### src/rtl/lsu_pkg.sv
package lsu_pkg;
  parameter int DATA_W = 32;
  parameter int LANE_W = 8;
  localparam int LANES = DATA_W / LANE_W;
  localparam int OFF_W = $clog2(LANES);

  typedef enum logic [1:0] {
    SZ_BYTE = 2'b00,
    SZ_HALF = 2'b01,
    SZ_WORD = 2'b10,
    SZ_RSVD = 2'b11
  } acc_size_e;

  typedef struct packed {
    logic [OFF_W-1:0] off;
    acc_size_e        size;
    logic             uns;
  } ld_ctx_t;
endpackage

### src/rtl/lsu_align_chk.sv
module lsu_align_chk
  import lsu_pkg::*;
(
  input  logic [OFF_W-1:0] addr_lo,
  input  acc_size_e        size,
  output logic             bad
);
  always_comb begin
    unique case (size)
      SZ_BYTE: bad = 1'b0;
      SZ_HALF: bad = addr_lo[0];
      SZ_WORD: bad = |addr_lo;
      default: bad = 1'b1;
    endcase
  end
endmodule

### src/rtl/lsu_store_lane.sv
module lsu_store_lane
  import lsu_pkg::*;
(
  input  logic [OFF_W-1:0]  off,
  input  acc_size_e         size,
  input  logic [DATA_W-1:0] data,
  output logic [LANES-1:0]  be,
  output logic [DATA_W-1:0] lane_data
);
  logic [OFF_W-1:0] tgt;
  assign tgt = OFF_W'(LANES - 1) - off;

  for (genvar i = 0; i < LANES; i++) begin : g_lane
    logic [OFF_W-1:0] idx;
    assign idx = OFF_W'(i);

    always_comb begin
      unique case (size)
        SZ_BYTE: be[i] = (idx == tgt);
        SZ_HALF: be[i] = ((idx >> 1) == (tgt >> 1));
        SZ_WORD: be[i] = 1'b1;
        default: be[i] = 1'b0;
      endcase
    end

    always_comb begin
      unique case (size)
        SZ_BYTE: lane_data[i*LANE_W +: LANE_W] = data[LANE_W-1:0];
        SZ_HALF: lane_data[i*LANE_W +: LANE_W] = data[(i%2)*LANE_W +: LANE_W];
        default: lane_data[i*LANE_W +: LANE_W] = data[i*LANE_W +: LANE_W];
      endcase
    end
  end
endmodule

### src/rtl/lsu_load_extract.sv
module lsu_load_extract
  import lsu_pkg::*;
(
  input  logic [DATA_W-1:0] word,
  input  ld_ctx_t           ctx,
  output logic [DATA_W-1:0] result
);
  localparam int HALF_W = 2 * LANE_W;

  logic [DATA_W-1:0] shifted;
  logic [LANE_W-1:0] sel_b;
  logic [HALF_W-1:0] sel_h;

  assign shifted = word << {ctx.off, 3'b000};
  assign sel_b   = shifted[DATA_W-1 -: LANE_W];
  assign sel_h   = shifted[DATA_W-1 -: HALF_W];

  always_comb begin
    unique case (ctx.size)
      SZ_BYTE: result = {{(DATA_W-LANE_W){~ctx.uns & sel_b[LANE_W-1]}}, sel_b};
      SZ_HALF: result = {{(DATA_W-HALF_W){~ctx.uns & sel_h[HALF_W-1]}}, sel_h};
      default: result = word;
    endcase
  end
endmodule

### src/rtl/be_lsu.sv
module be_lsu
  import lsu_pkg::*;
#(
  parameter int ADDR_W = 32
) (
  input  logic                    clk,
  input  logic                    rst_n,
  input  logic                    req_vld,
  input  logic                    req_we,
  input  logic [ADDR_W-1:0]       req_addr,
  input  logic [1:0]              req_size,
  input  logic                    req_uns,
  input  logic [DATA_W-1:0]       req_wdata,
  input  logic                    mem_rvld,
  input  logic [DATA_W-1:0]       mem_rdata,
  output logic                    mem_vld,
  output logic                    mem_we,
  output logic [ADDR_W-OFF_W-1:0] mem_waddr,
  output logic [LANES-1:0]        mem_be,
  output logic [DATA_W-1:0]       mem_wdata,
  output logic                    align_err,
  output logic                    ld_vld,
  output logic [DATA_W-1:0]       ld_data
);
  localparam int WADDR_W = ADDR_W - OFF_W;

  // reset synchronizer: asserts at once, releases on the clock
  logic [1:0] rst_sync_q;
  logic       rst_ok;

  always_ff @(posedge clk or negedge rst_n) begin
    if (!rst_n) rst_sync_q <= 2'b00;
    else        rst_sync_q <= {rst_sync_q[0], 1'b1};
  end
  assign rst_ok = rst_sync_q[1];

  // request decode
  acc_size_e         size_in;
  logic              misal;
  logic [LANES-1:0]  lane_be;
  logic [DATA_W-1:0] lane_data;
  ld_ctx_t           ctx_in;

  assign size_in = acc_size_e'(req_size);
  assign ctx_in  = '{off: req_addr[OFF_W-1:0], size: size_in, uns: req_uns};

  lsu_align_chk u_align (
    .addr_lo (req_addr[OFF_W-1:0]),
    .size    (size_in),
    .bad     (misal)
  );

  lsu_store_lane u_lane (
    .off       (req_addr[OFF_W-1:0]),
    .size      (size_in),
    .data      (req_wdata),
    .be        (lane_be),
    .lane_data (lane_data)
  );

  // issue stage next state
  logic             issue_nxt;
  logic             err_nxt;
  logic [LANES-1:0] be_nxt;

  always_comb begin
    issue_nxt = req_vld & ~misal;
    err_nxt   = req_vld & misal;
    be_nxt    = (issue_nxt & req_we) ? lane_be : '0;
  end

  // issue stage registers
  logic               vld_q, we_q, err_q;
  logic [LANES-1:0]   be_q;
  logic [WADDR_W-1:0] waddr_q;
  logic [DATA_W-1:0]  wdata_q;
  ld_ctx_t            ctx1_q;

  always_ff @(posedge clk or negedge rst_ok) begin
    if (!rst_ok) begin
      vld_q <= 1'b0;
      we_q  <= 1'b0;
      err_q <= 1'b0;
      be_q  <= '0;
    end else begin
      vld_q <= issue_nxt;
      err_q <= err_nxt;
      be_q  <= be_nxt;
      if (req_vld) we_q <= req_we;
    end
  end

  always_ff @(posedge clk) begin
    if (req_vld) begin
      waddr_q <= req_addr[ADDR_W-1:OFF_W];
      wdata_q <= lane_data;
      ctx1_q  <= ctx_in;
    end
  end

  // load context, held from issue until data returns
  logic    ld_issue;
  ld_ctx_t ctx2_q;

  assign ld_issue = vld_q & ~we_q;

  always_ff @(posedge clk) begin
    if (ld_issue) ctx2_q <= ctx1_q;
  end

  // load return stage
  logic [DATA_W-1:0] ext_data;
  logic              ldv_q;
  logic [DATA_W-1:0] ldd_q;

  lsu_load_extract u_ext (
    .word   (mem_rdata),
    .ctx    (ctx2_q),
    .result (ext_data)
  );

  always_ff @(posedge clk or negedge rst_ok) begin
    if (!rst_ok) ldv_q <= 1'b0;
    else         ldv_q <= mem_rvld;
  end

  always_ff @(posedge clk) begin
    if (mem_rvld) ldd_q <= ext_data;
  end

  assign mem_vld   = vld_q;
  assign mem_we    = we_q & vld_q;
  assign mem_waddr = waddr_q;
  assign mem_be    = be_q;
  assign mem_wdata = wdata_q;
  assign align_err = err_q;
  assign ld_vld    = ldv_q;
  assign ld_data   = ldd_q;
endmodule

### config.mk
export PLATFORM = sky130hd
export DESIGN_NAME = be_lsu
export DESIGN_NICKNAME = d
export VERILOG_FILES = /design/src/rtl/lsu_pkg.sv /design/src/rtl/lsu_align_chk.sv /design/src/rtl/lsu_store_lane.sv /design/src/rtl/lsu_load_extract.sv /design/src/rtl/be_lsu.sv
export SDC_FILE = /design/constraint.sdc
export NUM_CORES = 1
export LEC_CHECK = 0
export ABC_AREA = 1
export BUFFER_PORTS_ARGS = -buffer_cell sky130_fd_sc_hd__buf_2
export CAP_MARGIN = 25
export CORE_AREA = 3 3 98 100
export CTS_BUF_LIST = sky130_fd_sc_hd__clkbuf_4 sky130_fd_sc_hd__clkbuf_8
export CTS_CLUSTER_DIAMETER = 80
export DETAILED_ROUTE_END_ITERATION = 7
export DIE_AREA = 0 0 101 103
export PLACE_DENSITY = 0.94
export SYNTH_ARGS = -nofsm -noshare
export SYNTH_HDL_FRONTEND = slang
export SYNTH_SLANG_ARGS = --single-unit
### constraint.sdc
create_clock -name clk -period 0.87 [get_ports clk]
set_input_delay 0.174 -clock clk [delete_from_list [all_inputs] [get_ports clk]]
set_output_delay 0.174 -clock clk [all_outputs]
set_load 0.01 [all_outputs]
After elaboration in Yosys (flattened, before gate mapping)

Index checks and enable logic that the tools add are counted.

Memories kept: 0
Bits in read-only memories: 0
Output and inout bits: 102
Input port bits: 104
Bits in writable memories: 0
Word-level logic and storage cells: 48
Bits in latches: 0
Flip-flop bits (word level): 114

Shift-type cells: 1
Multiply operators: 0
Bitwise operators: 9
Reduce and logical (&&, ||, !) cells: 6
Add/sub/neg operators: 1
Div/mod/pow operators: 0
Order comparisons: 0
Mux-type cells: 10
Equality and inequality tests: 6

Operators by type and width:

| cell                                                | number |
|---|---|
| one-hot mux 32 bit (2 select lines)                 | 1 |
| left shift 32 x 5 -> 32 bit                         | 1 |
| 2-to-1 mux 8 bit                                    | 2 |
| one-hot mux 8 bit (2 select lines)                  | 1 |
| one-hot mux 1 bit (3 select lines)                  | 5 |
| logical NOT 2 bit                                   | 4 |
| AND 1 bit                                           | 6 |
| equality test 2 x 1 -> 1 bit, second input constant | 2 |
| equality test 2 bit, first input constant           | 2 |
| 2-to-1 mux 4 bit                                    | 1 |
| OR reduction 2 bit                                  | 2 |
| inverter 1 bit                                      | 3 |
| equality test 1 x 2 -> 1 bit, first input constant  | 1 |
| equality test 2 bit, second input constant          | 1 |
| subtractor 2 bit, first input constant              | 1 |

Longest topological paths before layout

Depth after elaboration: 6
Gate-level depth with buffers: 8
Depth with buffers taken out: 7

Cells and area by module

From an unflattened synthesis, not the netlist that was laid out.

Cell total of the unflattened synthesis: 423
Area, all modules: 4779.6 um^2

Modules (own cells, without submodules):

| module           | area each (um^2) | seq. area each (um^2) | times used | cells each |
|---|---|---|---|---|
| be_lsu           | 3462.1           | 3373.2                | 1          | 136 |
| lsu_load_extract | 832.0            | 0.0                   | 1          | 181 |
| lsu_store_lane   | 471.7            | 0.0                   | 1          | 103 |
| lsu_align_chk    | 13.8             | 0.0                   | 1          | 3 |

Worst setup path before layout

OpenSTA, ideal clock, no wires.

Kind: register -> register
From: reg ctx2_q[4] (netlist bit)
To: reg ldd_q[16] (netlist: ld_data[16]) (data pin)
Buffers on the path: 2
Required time: 0.617 ns
Library setup time: 0.253 ns
Stages on the path, launching flop included: 9
Period minus slack after synthesis: 1.328 ns
Arrival: 1.075 ns
Slack: -0.458 ns
Path through: edfxtp_1 > buf_4 > inv_2 > nand3_2 > nand2_1 > nor2_2 > nand2_4 > buf_6 > nand2_1

Cells in the longest elaborated chain, start to end: 3

RTL lines:

| item                                | RTL line                                       | source |
|---|---|---|
| start, declared                     | be_lsu.sv:103                                  | `ld_ctx_t ctx2_q;` |
| start signal, assigned              | be_lsu.sv:108                                  | `if (ld_issue) ctx2_q <= ctx1_q;` |
| left shift 32 x 5 -> 32 bit         | lsu_load_extract.sv:14                         | `assign shifted = word << {ctx.off, 3'b000};` |
| AND 1 bit                           | lsu_load_extract.sv:20, lsu_load_extract.sv:21 |  |
| one-hot mux 32 bit (2 select lines) | lsu_load_extract.sv:19                         | `unique case (ctx.size)` |
| via ext_data[16]                    | be_lsu.sv:112                                  | `logic [DATA_W-1:0] ext_data;` |
| end signal, assigned                | be_lsu.sv:128                                  | `if (mem_rvld) ldd_q <= ext_data;` |
| end, declared                       | be_lsu.sv:114                                  | `logic [DATA_W-1:0] ldd_q;` |

The timed path passes the listed nets, and every way through them passes these cells.
A chain may end at the register's enable or synchronous reset.

Worst setup path in the final report

From: reg ctx2_q[3] (netlist bit)
To: reg ldd_q[18] (netlist: ld_data[18]) (data pin)

Same word-level chain as after synthesis.

==> implementation parameters <==
Parameter                              Value

Pwr
  Power per cell area    1950 nW/um^2
  IR Drop Worst-Case VDD    1860 uV
  Leakage dissipation    3.41 nW

Place
  Global placement routability congestion    0.938
  Placed inst area    6130 um^2
  DP Cell Count    736
  Input/output buffers    205
  Post-detailed-placement half-perimeter wirelength    10400 um

CTS
  Clk pin slew, worst setup/hold paths    90 ps
  Clock tree root driver cell    sky130_fd_sc_hd__clkbuf_8
  Number of buffers created by CTS    17
  Source-to-sink clock delay at the later pin of the worst-skew pair    420 ps
  H-tree level count    4
  CTS tree    yes
  Maximum buffer depth of the clock tree    2
  Number of sinks on the clock net    114

Synth
  Synth top area share    67.3%
  Leading cell type by number of instances after synthesis    sky130_fd_sc_hd__nand2_1
  Share of async-settable or async-resettable flops after synthesis    8.77%
  Sequential cell area fraction in the yosys report    72.7%
  Synthesis warning total    0
  Library cells used by synthesis    23
  Net count after synthesis    500
  Leading cell types by total area after synthesis    sky130_fd_sc_hd__edfxtp_1, sky130_fd_sc_hd__nand2_1, sky130_fd_sc_hd__dfrtp_1, sky130_fd_sc_hd__nand3_1, sky130_fd_sc_hd__o211ai_1
  Total of flip-flops plus latches after synthesis    114
  Most frequently used flop master after synthesis    sky130_fd_sc_hd__edfxtp_1
  Largest area contributor in the netlist    sky130_fd_sc_hd__edfxtp_1
  Post-synth EDFFs    104
  Area of the mapped netlist    4640 um^2
  Cells after Synth    396
  Synthesized area divided by synthesized cell count    11.7 um^2
  Leading cell types by count after synthesis    sky130_fd_sc_hd__nand2_1, sky130_fd_sc_hd__edfxtp_1, sky130_fd_sc_hd__nand3_1

Layout
  Non-Filler Cell Area, Final    7350 um^2
  Total of fill cells in the finished design    417
  Post-synthesis to final-layout area growth    58.4%
  Utilization of the core after routing    83.9%
  Net count reported at finish    792
  Final cell count without fillers    811
  Share of post-route cells with drive strength above 1    51.1%

Timing
  Post-route minimum period    1440 ps
  Final-report setup violation count    141
  Timing-limited maximum frequency    692 MHz
  Worst hold slack    23.6 ps
  Post-Route Skew    9.90 ps
  Final Hold Viols    0
  Setup slack of the critical path after layout    -575 ps
  RSZ-0062 raised after global routing    true
  Final worst-path cycle share    166%
  Number of slew-limit violations in the final report    0
  Final-layout setup total negative slack    -43550 ps

Global routing
  Via count of the first global-routing pass    4749
  Antenna violations before repair    2
  Largest net degree at the start of global routing    36
  Remaining Overflow, GRT    0
  Met3 usage in global routing    12.7%
  Global routing met1 resource utilization    37.5%
  GRT busiest layer    met2
  Total Routing Usage GR    34.7%
  M2 GR Usage    59.3%
  First-pass GRT wire length    26100 um

Floorplan
  Cell row count    34
  Die width    101 um
  Area of the die    10400 um^2
  Starting density of the core    53.0%
  Vert. Die Dim    103 um
  Num ports    206
  Placeable core area    8760 um^2

Route
  Via/cell ratio    5.85
  First-pass DRT Iterations    7
  Via count    4742
  Residual antenna-violating net count after detailed routing    0
  Initial DRC Count    448
  Post-detailed-routing wire length    18700 um
  Drt drc    0
  Routed wirelength normalized by instance count    23.1 um

Worst setup path
  Critical path launch point    ctx2_q[3]
  Startpoint type of the worst setup path    register
  Crit path max fanout    8
  CP arrival    1730 ps
  R2r startpoint    ctx2_q[3]
  Endpoint required time on the critical path    1150 ps
  Type of destination of the critical path    register
  Critical setup path kind    reg2reg

Worst hold path
  Type of the worst min-delay path    in2reg
  Startpoint of the tightest hold check path    req_wdata[21]

Outcome
  Outcome    finished with violations
  Failing checks    negative setup slack

Run
  # Max-Cap Violations    0
==> worst paths after layout <==
kind | slack (ps) | cells after the start | endpoint
max in group asynchronous | 470 | 0 | we_q
worst max register to register | -570 | 7 | ld_data[18]
min in group asynchronous | 100 | 2 | rst_sync_q[0]
worst min register to register | 140 | 0 | mem_be[3]
worst min-delay path | 20 | 3 | mem_wdata[21]
worst max-delay path | -570 | 7 | ld_data[18]
==> stage by stage <==
step | power [mW] | setup WS (ps)
6_report | 14.4 | -575
5_1_grt | 14.8 | -611
4_1_cts | 14.0 | -504
3_5_place_dp | 8.37 | -563
3_3_place_gp | 8.28 | -505
2_1_floorplan | 7.34 | -426
==> power breakdown <==
group / internal [mW] / leakage [nW] / switching [mW] / total (mW)
Combinational: 0.953 / 2.05 / 1.21 / 2.17
Clock: 3.15 / 0.206 / 2.40 / 5.55
Sequential: 6.46 / 1.15 / 0.189 / 6.65
==> worst max-delay path: stages (launching register included) <==
cell and delay [ps]:
sky130_fd_sc_hd__edfxtp_1 430, sky130_fd_sc_hd__inv_2 160, sky130_fd_sc_hd__nand2_2 70, sky130_fd_sc_hd__nand3_2 90
sky130_fd_sc_hd__nand2_2 70, sky130_fd_sc_hd__nor2_4 220, sky130_fd_sc_hd__nand2_4 180, sky130_fd_sc_hd__nand2_1 100
==> logic make-up (layout without fill, tap and decap cells) <==
kind of cell	after synthesis	count (layout)	synth area share [%]
AOI/OAI and AO/OA	38	38	5.07
buffers and inverters	40	344	3.69
other	1	3	0.0808
and+or+nand+nor	203	204	18.5
DFF	114	114	72.7
==> state kept, by name, indices dropped and copies added (netlist names) <==
name	flops
ld_data	32
mem_wdata	32
mem_waddr	30
ctx1_q	5
ctx2_q	5
mem_be	4
rst_sync_q	2
align_err	1
ld_vld	1
mem_vld	1
we_q	1
==> cell usage in the layout (no fill, tap or decap), drive strengths merged <==
cell type	Yosys	routed
nand3	33	33
a21oi	1	1
clkbuf	3	18
o21ai	17	17
conb	1	1
clkinvlp	0	5
o211ai	16	16
nor3	1	1
nand2	148	149
buf	10	244
or2	8	8
dfrtp	10	10
nor2	13	13
clkinv	0	4
dlymetal6s4s	0	1
dlygate4sd3	0	40
a31oi	4	4
bufinv	0	4
edfxtp	104	104
inv	27	28
diode	0	2
==> final cells by class <==
| class | instances | area (um^2) | share of cell area [%] |
|---|---|---|---|
| clock buffer | 18 | 241 | 3.29 |
| sequential | 114 | 3370 | 45.9 |
| antenna | 2 | 5.00 | 0.0681 |
| timing repair buffer | 285 | 1940 | 26.3 |
| clock inverter | 14 | 186 | 2.54 |
| inverter | 27 | 110 | 1.50 |
| tap | 108 | 135 | 1.84 |
| multi-input combinational | 243 | 1360 | 18.5 |
==> routing by layer <==
metal / wire length (um) / vias up / share of wire [%]
met5: 0 / - / 0
met3: 2510 / 133 / 13
met4: 1230 / 0 / 6.6
li1: - / 1952 / -
met1: 5720 / 2170 / 31
met2: 9270 / 487 / 49
==> repair_timing <==
item	in CTS	in global routing
cloned	3	0
endpoints found under the hold margin	42	0
hold buffers	41	0
endpoints found under the setup margin	139	153
buffers inserted	3	1
pin swaps	27	23
gates resized for setup	40	66
No activity file was read; power rests on OpenSTA's default activity.
